[config.mk]
export PLATFORM = sky130hd
export DESIGN_NAME = app_pwr_ctrl
export DESIGN_NICKNAME = d
export VERILOG_FILES = /design/src/rtl/apm_pkg.sv /design/src/rtl/apm_wake_sel.sv /design/src/rtl/apm_lat_ctr.sv /design/src/rtl/app_pwr_ctrl.sv
export SDC_FILE = /design/constraint.sdc
export NUM_CORES = 1
export LEC_CHECK = 0
export ABC_CLOCK_PERIOD_IN_PS = 2550
export CAP_MARGIN = 30
export CORE_UTILIZATION = 40
export CTS_BUF_LIST = sky130_fd_sc_hd__clkbuf_16
export DETAILED_ROUTE_END_ITERATION = 10
export GPL_TIMING_DRIVEN = 0
export PLACE_DENSITY_LB_ADDON = 0.1
export SYNTH_ARGS = -nofsm -noshare
export SYNTH_HDL_FRONTEND = slang
export SYNTH_HIERARCHICAL = 1
export SYNTH_SLANG_ARGS = --single-unit
[constraint.sdc]
create_clock -name clk -period 2.55 [get_ports clk]
set_clock_uncertainty 0.1 [all_clocks]
set_input_delay 0.3825 -clock clk [delete_from_list [all_inputs] [get_ports clk]]
set_output_delay 0.3825 -clock clk [all_outputs]
set_load 0.02 [all_outputs]
[src/rtl/apm_pkg.sv]
package apm_pkg;

  typedef enum logic [2:0] {
    PM_ACTIVE = 3'd0,
    PM_SLEEP  = 3'd1,
    PM_LPDS   = 3'd2,
    PM_HIB    = 3'd3,
    PM_SHUT   = 3'd4
  } pm_state_e;

  typedef enum logic [1:0] {
    REQ_SLEEP = 2'd0,
    REQ_LPDS  = 2'd1,
    REQ_HIB   = 2'd2,
    REQ_NONE  = 2'd3
  } pm_req_e;

  typedef struct packed {
    logic clk_en;
    logic pwr_en;
    logic aon_en;
  } pm_gate_t;

  function automatic pm_gate_t gate_of(pm_state_e s);
    pm_gate_t g;
    case (s)
      PM_ACTIVE: g = '{clk_en: 1'b1, pwr_en: 1'b1, aon_en: 1'b1};
      PM_SLEEP:  g = '{clk_en: 1'b0, pwr_en: 1'b1, aon_en: 1'b1};
      PM_LPDS:   g = '{clk_en: 1'b0, pwr_en: 1'b0, aon_en: 1'b1};
      PM_HIB:    g = '{clk_en: 1'b0, pwr_en: 1'b0, aon_en: 1'b1};
      default:   g = '{clk_en: 1'b0, pwr_en: 1'b0, aon_en: 1'b0};
    endcase
    return g;
  endfunction

endpackage

[src/rtl/apm_wake_sel.sv]
module apm_wake_sel
  import apm_pkg::*;
#(
  parameter int NGPIO = 4
) (
  input  pm_state_e        st,
  input  logic [NGPIO-1:0] gpio_sel,
  input  logic             wk_fast,
  input  logic             wk_rtc,
  input  logic [NGPIO-1:0] wk_gpio,
  input  logic             wk_periph,
  output logic             wake
);

  logic any_gpio;
  logic sel_gpio;

  assign any_gpio = |wk_gpio;
  assign sel_gpio = |(wk_gpio & gpio_sel);

  always_comb begin
    case (st)
      PM_SLEEP: wake = wk_fast | any_gpio | wk_periph;
      PM_LPDS:  wake = wk_rtc | sel_gpio;
      PM_HIB:   wake = wk_rtc | any_gpio;
      default:  wake = 1'b0;
    endcase
  end

endmodule

[src/rtl/apm_lat_ctr.sv]
module apm_lat_ctr #(
  parameter int CW = 4
) (
  input  logic          clk,
  input  logic          rst,
  input  logic          load,
  input  logic [CW-1:0] load_val,
  output logic          zero_next
);

  logic [CW-1:0] cnt;

  always_ff @(posedge clk) begin
    if (rst)               cnt <= '0;
    else if (load)         cnt <= load_val;
    else if (cnt != '0)    cnt <= cnt - CW'(1);
  end

  assign zero_next = load ? (load_val == '0) : (cnt <= CW'(1));

endmodule

[src/rtl/app_pwr_ctrl.sv]
module app_pwr_ctrl
  import apm_pkg::*;
#(
  parameter int NGPIO     = 4,
  parameter int NBANK     = 4,
  parameter int LAT_SLEEP = 0,
  parameter int LAT_LPDS  = 5,
  parameter int LAT_HIB   = 9,
  parameter int LAT_SHUT  = 14
) (
  input  logic             clk,
  input  logic             rst,
  input  logic             rst_pin_n,
  input  logic             req_valid,
  input  logic [1:0]       req_mode,
  input  logic [NBANK-1:0] req_ret_mask,
  input  logic [NGPIO-1:0] req_gpio_sel,
  input  logic             wk_fast_tmr,
  input  logic             wk_rtc,
  input  logic [NGPIO-1:0] wk_gpio,
  input  logic             wk_periph,
  output logic [2:0]       state_o,
  output logic             ready,
  output logic             clk_en,
  output logic             pwr_en,
  output logic             aon_en,
  output logic [NBANK-1:0] ret_mask
);

  localparam int LAT_M1  = (LAT_SLEEP > LAT_LPDS) ? LAT_SLEEP : LAT_LPDS;
  localparam int LAT_M2  = (LAT_HIB > LAT_SHUT) ? LAT_HIB : LAT_SHUT;
  localparam int LAT_MAX = (LAT_M1 > LAT_M2) ? LAT_M1 : LAT_M2;
  localparam int CW      = (LAT_MAX < 1) ? 1 : $clog2(LAT_MAX + 1);

  pm_state_e        st, st_n;
  pm_gate_t         gate_q;
  logic             ready_q;
  logic [NBANK-1:0] mask_q, mask_n;
  logic [NGPIO-1:0] sel_q, sel_n;

  logic             pend_vld, pend_vld_n;
  logic [1:0]       pend_mode, pend_mode_n;
  logic [NBANK-1:0] pend_mask, pend_mask_n;
  logic [NGPIO-1:0] pend_sel, pend_sel_n;

  logic             eff_vld;
  logic [1:0]       eff_mode;
  logic [NBANK-1:0] eff_mask;
  logic [NGPIO-1:0] eff_sel;

  logic             wake;
  logic             ld;
  logic [CW-1:0]    ld_val;
  logic             zero_next;

  assign eff_vld  = req_valid | pend_vld;
  assign eff_mode = req_valid ? req_mode     : pend_mode;
  assign eff_mask = req_valid ? req_ret_mask : pend_mask;
  assign eff_sel  = req_valid ? req_gpio_sel : pend_sel;

  apm_wake_sel #(.NGPIO(NGPIO)) u_wake (
    .st        (st),
    .gpio_sel  (sel_q),
    .wk_fast   (wk_fast_tmr),
    .wk_rtc    (wk_rtc),
    .wk_gpio   (wk_gpio),
    .wk_periph (wk_periph),
    .wake      (wake)
  );

  apm_lat_ctr #(.CW(CW)) u_lat (
    .clk       (clk),
    .rst       (rst),
    .load      (ld),
    .load_val  (ld_val),
    .zero_next (zero_next)
  );

  always_comb begin
    st_n        = st;
    ld          = 1'b0;
    ld_val      = '0;
    mask_n      = mask_q;
    sel_n       = sel_q;
    pend_vld_n  = pend_vld;
    pend_mode_n = pend_mode;
    pend_mask_n = pend_mask;
    pend_sel_n  = pend_sel;
    if (!rst_pin_n) begin
      st_n       = PM_SHUT;
      ld         = 1'b1;
      mask_n     = '0;
      pend_vld_n = 1'b0;
    end else begin
      case (st)
        PM_ACTIVE: begin
          if (!ready_q) begin
            if (req_valid) begin
              pend_vld_n  = 1'b1;
              pend_mode_n = req_mode;
              pend_mask_n = req_ret_mask;
              pend_sel_n  = req_gpio_sel;
            end
          end else if (eff_vld) begin
            pend_vld_n = 1'b0;
            case (pm_req_e'(eff_mode))
              REQ_SLEEP: st_n = PM_SLEEP;
              REQ_LPDS: begin
                st_n   = PM_LPDS;
                mask_n = eff_mask;
                sel_n  = eff_sel;
              end
              REQ_HIB: begin
                st_n   = PM_HIB;
                mask_n = '0;
              end
              default: st_n = PM_ACTIVE;
            endcase
          end
        end
        PM_SLEEP: if (wake) begin
          st_n = PM_ACTIVE; ld = 1'b1; ld_val = CW'(LAT_SLEEP);
        end
        PM_LPDS: if (wake) begin
          st_n = PM_ACTIVE; ld = 1'b1; ld_val = CW'(LAT_LPDS);
        end
        PM_HIB: if (wake) begin
          st_n = PM_ACTIVE; ld = 1'b1; ld_val = CW'(LAT_HIB);
        end
        PM_SHUT: begin
          st_n = PM_ACTIVE; ld = 1'b1; ld_val = CW'(LAT_SHUT);
        end
        default: st_n = PM_SHUT;
      endcase
    end
  end

  always_ff @(posedge clk) begin
    if (rst) begin
      st        <= PM_ACTIVE;
      gate_q    <= gate_of(PM_ACTIVE);
      ready_q   <= 1'b1;
      mask_q    <= '0;
      sel_q     <= '0;
      pend_vld  <= 1'b0;
      pend_mode <= '0;
      pend_mask <= '0;
      pend_sel  <= '0;
    end else begin
      st        <= st_n;
      gate_q    <= gate_of(st_n);
      ready_q   <= (st_n == PM_ACTIVE) && zero_next;
      mask_q    <= mask_n;
      sel_q     <= sel_n;
      pend_vld  <= pend_vld_n;
      pend_mode <= pend_mode_n;
      pend_mask <= pend_mask_n;
      pend_sel  <= pend_sel_n;
    end
  end

  assign state_o  = st;
  assign ready    = ready_q;
  assign clk_en   = gate_q.clk_en;
  assign pwr_en   = gate_q.pwr_en;
  assign aon_en   = gate_q.aon_en;
  assign ret_mask = mask_q;

endmodule

==> reports/metrics.yaml, run 1 <==
pwr:
  power.density_mw_per_mm2: 619
  seqPwrFrac: 0.393
  p_sw_w: 0.000330
  p_sw_frac: 0.256
  p_comb_frac: 0.179
  power_leakage_nw: 0.779
  internal_power_w: 0.000957
  p_clk_frac: 0.428
  ir_drop_mv: 0.389
detailed_routing:
  dr.pass1.iters: 4
  dr_total_vias: 1412
  wl_per_cell_um: 13.5
  drt_iter0_drc: 107
  ant_nets: 0
  vias_per_cell: 5.33
  drt_wl_total_mm: 3.58
  remaining_drc_errors: 0
place:
  placed_cell_area_mm2: 0.00192
  hpwlAfterDp_mm: 2.67
  place.gp.congestion: 0.784
  io_buffers: 29
  dp_cells: 257
critical_path:
  path_buf_inv: 2
  r2r_cells: 10
  required_ps: 2640
  endpoint_kind: "flop"
  endpoint: "ready"
  timing.rr.start: "state_o[1]"
  startpoint: "wk_gpio[0]"
  crit_chain: "clkdlybuf4s50_1, a22oi_1, a211o_1, a31oi_1, and2b_2, o21ai_0, nand3_2, nand2b_1, o41ai_2, inv_1, o31ai_1"
  critPathMaxStageDelay_ps: 480
  ff2ff_setup_slack_ps: 340
  cp.depth: 11
  cp-start-kind: "input port"
  crit-reg2reg-capture: "ready"
  cp.arrival_ps: 2550
  cp_max_fo: 7
  crit_type: "in2reg"
  cp_top_family: "compound AO/OA/AOI/OAI gates"
  cp_slowest_cell: "clkdlybuf4s50_1"
timing:
  report.final.hold_viol_count: 0
  slew_viol_final: 0
  period_needed_ps: 2460
  max_freq_mhz: 406
  setup_violations: 0
  slew_headroom: 0.465
  worst_slew_pin_slew_ps: 791
  fin_crit_sh: 0.965
  rsz0062_at_grt: "yes"
die:
  die_h_um: 64.7
  coreArea_mm2: 0.00372
  initial_core_util: 0.424
  die_area_mm2: 0.00419
  die_w_um: 64.7
  pin_count: 32
  rows: 22
clock_network:
  cts-root-buf: "clkbuf_16"
  cts.sinks: 30
  cts_setup_buffers: 0
  htree_levels: 2
  clk_pin_slew_ps: 50
  clock_tree.buffer_depth: 2
  cts_made_buffers: 5
  cts_tree: "yes"
  clk_latency_ps: 270
  hold_buffers: 0
cells_and_area:
  fillers: 358
  utilization: 0.560
  multi_input_area_um2: 891
  layoutNonFillerInstCount: 265
  fin_area_mm2: 0.00208
  seq_area_um2: 601
  drive_gt1_frac: 0.111
  nets: 241
  diodes: 0
  area_growth_pct: 32.1
run:
  cap_violations: 0
synthesis:
  synth_cells: 180
  ys_async_sr_fraction: 0
  syn-cell-area_mm2: 0.00157
  netlist-cell-type-count: 45
  synthFlopType: "dfxtp_1"
  synth_edf_count: 0
  avgSynthCellArea_um2: 8.74
  synth-seq-cells: 30
  synth_fp_nets: 205
  ys_seq_area_frac: 0.382
  synth_warnings: 6
grt:
  grt_pass1_vias: 1390
  grt_max_degree: 11
  track_usage: 0.192
  grt_pass1_wl_mm: 6.10
  antenna_found_initial: 0
  globalRouteOverflowTotal: 0
outcome:
  outcome: "finished, final reports clean"
worst_hold_path:
  hold_path_class: "reg2reg"
-- how the worst min path moves through the flow --
stage	start	end	slack [ps]	cells past startpoint
global route	pend_sel[3]	pend_sel[3]	370	2
finish	pend_sel[3]	pend_sel[3]	360	2
CTS	pend_sel[1]	pend_sel[1]	360	2
detailed placement	pend_sel[0]	pend_sel[0]	350	2
global placement	pend_mask[2]	pend_mask[2]	340	2
floorplan	pend_mask[0]	pend_mask[0]	330	2
-- worst reg2reg max path, cell delays in order, from the launching register on --
cell and delay (ps):
dfxtp_1 430, inv_1 70, a211o_1 230, a31oi_1 190
and2b_2 220, o21ai_0 110, nand3_2 160, nand2b_1 110
o41ai_2 230, inv_1 80, o31ai_1 220
-- power by group through the flow --
stage,registers (W),logic (W),clock network [W]
floorplan,0.000522,0.000137,0
CTS,0.000506,0.000228,0.000564
detailed placement,0.000515,0.000227,0
global route,0.000508,0.000254,0.000583
global placement,0.000514,0.000221,0
finish,0.000506,0.000230,0.000550
-- sequential cells by signal (all words and copies together), names as in the netlist --
signal	cells
pwr_en	1
pend_vld	1
state_o	3
pend_mode	2
pend_mask	4
ret_mask	4
ready	1
pend_sel	4
u_lat/cnt	4
aon_en	1
sel_q	4
clk_en	1
-- synthesized netlist by cell type (all sizes together), types with 3 or more instances --
master,n,area (µm²)
inv,8,30.0
or3,5,31.3
ha,4,50.1
or2,3,18.8
nor2,4,15.0
dfxtp,30,601
nor3,3,20.0
o21ai,14,70.1
nand2,25,93.8
nor3b,3,27.5
buf,5,40.0
or4,4,30.0
mux2i,19,190
clkbuf,6,22.5
a21oi,13,65.1
-- layout make-up --
class | instances | area share
plain buffers | 11 | 0.0319
clock buffers | 5 | 0.0602
clock inverters | 3 | 0.00602
inverters | 9 | 0.0162
multi-input cells | 130 | 0.428
flip-flops and latches | 30 | 0.289
well taps | 48 | 0.0289
repair buffers | 29 | 0.140
-- what timing repair did --
action                                 in CTS  in global routing
setup endpoints to repair                   1                  6
pin swaps                                   0                  0
endpoints found under the hold margin       0                  0
gates resized for setup                     1                  5
-- per-stage QoR --
stage          setup slack, ps  setup TNS, ps  hold WS [ps]  total power [W]
2_1_floorplan             38.0              0           334         0.000660
3_5_place_dp              -327          -1990           354         0.000742
5_1_grt                   -136           -137           371          0.00134
3_3_place_gp              -306          -1500           343         0.000735
4_1_cts                   3.38              0           364          0.00130
6_report                  89.0              0           358          0.00129
-- layout by cell type (no fill, tap or decap), types with 3 or more instances in the layout --
cell,instances
a21oi_1,13
clkbuf_1,5
clkbuf_16,5
clkdlybuf4s50_1,29
dfxtp_1,30
ha_1,4
inv_1,9
mux2i_1,19
nand2_1,25
nor2_1,4
o21ai_0,14
or2_2,3
or3_1,5
or4_1,4
-- layer usage --
layer  routed length, µm  GRT usage  vias to the layer above  part of all wire
li1                    -          -                      722                 -
met1                1620      0.219                      653              0.45
met2                1740      0.324                       31              0.49
met3                 135     0.0387                        6             0.038
met4                  82      0.119                        0             0.023
met5                   0          0                        -                 0
-- logic make-up (layout without fill, tap and decap cells) --
kind of cell / Yosys count / count (layout) / share of synthesized area
AOI/OAI and AO/OA: 46 / 46 / 0.181
xor gates and xnor gates: 2 / 2 / 0.0111
adders and majority gates: 4 / 4 / 0.0318
buffers and inverters: 20 / 57 / 0.0612
DFF: 30 / 30 / 0.382
muxes: 21 / 21 / 0.135
and+or+nand+nor: 57 / 57 / 0.198
Power figures use the tool's default switching activity.
==> inputs of run 2 (changes only) <==
--- a/config.mk
+++ b/config.mk
@@ -7,6 +7,7 @@
 export LEC_CHECK = 0
 export ABC_CLOCK_PERIOD_IN_PS = 2550
 export CAP_MARGIN = 30
+export CORE_MARGIN = 8
 export CORE_UTILIZATION = 40
 export CTS_BUF_LIST = sky130_fd_sc_hd__clkbuf_16
 export DETAILED_ROUTE_END_ITERATION = 10
==> reports/metrics.yaml, run 2 (synthesized netlist as in run 1, its figures left out) <==
critical_path:
  ff2ff_setup_slack_ps: 310
  crit_type: "in2reg"
  crit_chain: "clkdlybuf4s50_1, a22oi_1, a211o_1, a31oi_1, and2b_2, o21ai_0, nand3_2, nand2b_1, o41ai_2, inv_1, o31ai_1"
  cp.arrival_ps: 2520
  cp_slowest_cell: "clkdlybuf4s50_1"
  required_ps: 2630
  endpoint_kind: "flop"
  cp_max_fo: 7
  critPathMaxStageDelay_ps: 480
  cp-start-kind: "input port"
  crit-reg2reg-capture: "pend_mask[2]"
  timing.rr.start: "state_o[1]"
  r2r_cells: 5
grt:
  grt_pass1_wl_mm: 6.40
  grt.met3_usage: 0.0587
  grt_max_degree: 11
  grt_pass1_vias: 1412
  globalRouteOverflowTotal: 0
  top_usage_layer: "met2"
  track_usage: 0.129
  grtUsageMet1: 0.137
  antenna_found_initial: 0
  globalRouteMet2Util: 0.218
timing:
  rsz0062_at_grt: "yes"
  period_needed_ps: 2440
  slew_viol_final: 0
  max_freq_mhz: 411
  slew_headroom: 0.465
  report.final.hold_viol_count: 0
  setup_violations: 0
  fin_crit_sh: 0.955
  worst_slew_pin_slew_ps: 791
run:
  cap_violations: 0
place:
  hpwlAfterDp_mm: 2.95
  io_buffers: 29
  place.gp.congestion: 0.784
  placed_cell_area_mm2: 0.00193
cells_and_area:
  fillers: 382
  layout_commonest_cell: "dfxtp_1"
  diodes: 0
  layout_common_cells: "dfxtp_1 (30), clkdlybuf4s50_1 (29), nand2_1 (25)"
  nets: 241
  drive_gt1_frac: 0.115
  area_growth_pct: 32.6
  fin_area_mm2: 0.00209
detailed_routing:
  ant_nets: 0
  vias_per_cell: 5.41
  dr.pass1.iters: 4
  dr_total_vias: 1444
  wl_per_cell_um: 15.1
  remaining_drc_errors: 0
  drt_iter0_drc: 95
  drt_wl_total_mm: 4.03
die:
  die_h_um: 78.7
  initial_core_util: 0.405
  die_area_mm2: 0.00620
  rows: 23
  coreArea_mm2: 0.00388
  die_w_um: 78.7
  pin_count: 32
clock_network:
  cts_setup_buffers: 0
  cts_made_buffers: 5
  clock_tree.buffer_depth: 2
  cts-root-buf: "clkbuf_16"
  cts_tree: "yes"
  cts.sinks: 30
  clk_pin_slew_ps: 50
  htree_levels: 2
  clk_latency_ps: 270
pwr:
  power.density_mw_per_mm2: 617
  totalPowerFinal_w: 0.00129
  power_leakage_nw: 0.782
  ir_drop_mv: 0.379
worst_hold_path:
  hold_end: "pend_mask[0]"
  hold_path_depth: 2
  hold_path_class: "reg2reg"
  min-delay-start: "pend_mask[0]"
outcome:
  outcome: "finished, final reports clean"
-- run 2: where the power goes --
group	internal, W	switching (W)	leakage, nW
logic	0.000115	0.000120	0.465
clock network	0.000352	0.000194	0.0724
registers	0.000491	0.0000156	0.245
total	0.000957	0.000330	0.782
-- run 2: how the worst max path moves through the flow --
stage | start | end | slack [ps] | cells past startpoint
floorplan | req_valid | ret_mask[0] | 40 | 7
global placement | wk_gpio[0] | ready | -330 | 11
detailed placement | req_valid | ret_mask[0] | -300 | 7
CTS | wk_gpio[0] | ready | 20 | 11
global route | wk_gpio[0] | ready | -50 | 11
finish | wk_gpio[0] | ready | 110 | 11
-- run 2: worst max-delay path: cells and delay by family --
kind	cells	cell delay [ps]
buf+inv	2	560
simple gates	3	480
compound gates	6	1080
-- run 2: metal layers --
layer / vias to the layer above / routed length, µm
met4: 0 / 38
li1: 717 / -
met1: 689 / 1710
met3: 4 / 254
met2: 34 / 2030
met5: - / 0
-- run 2: layout make-up --
type / instances / area [µm²] / area share
multi-input cells: 130 / 896 / 0.429
flip-flops and latches: 30 / 601 / 0.288
repair buffers: 29 / 290 / 0.139
clock buffers: 5 / 125 / 0.0600
plain buffers: 11 / 66.3 / 0.0318
well taps: 50 / 62.6 / 0.0300
inverters: 9 / 33.8 / 0.0162
clock inverters: 3 / 12.5 / 0.00600
-- run 2: timing repair --
item / in CTS / in global routing
endpoints found under the setup margin: 3 / 5
resized for setup: 1 / 6
hold buffers: 0 / 0
pin swaps: 0 / 1
-- run 2: per-stage QoR --
step	setup TNS, ps	std cells	hold WS, ps	utilization	setup WS (ps)
after global routing	-50.7	267	374	0.537	-50.7
final	0	267	354	0.537	115
after detailed placement	-2320	259	353	0.496	-298
after floorplan	0	180	334	-	38.0
after global placement	-1500	259	343	0.496	-327
after CTS	0	267	360	0.532	20.4
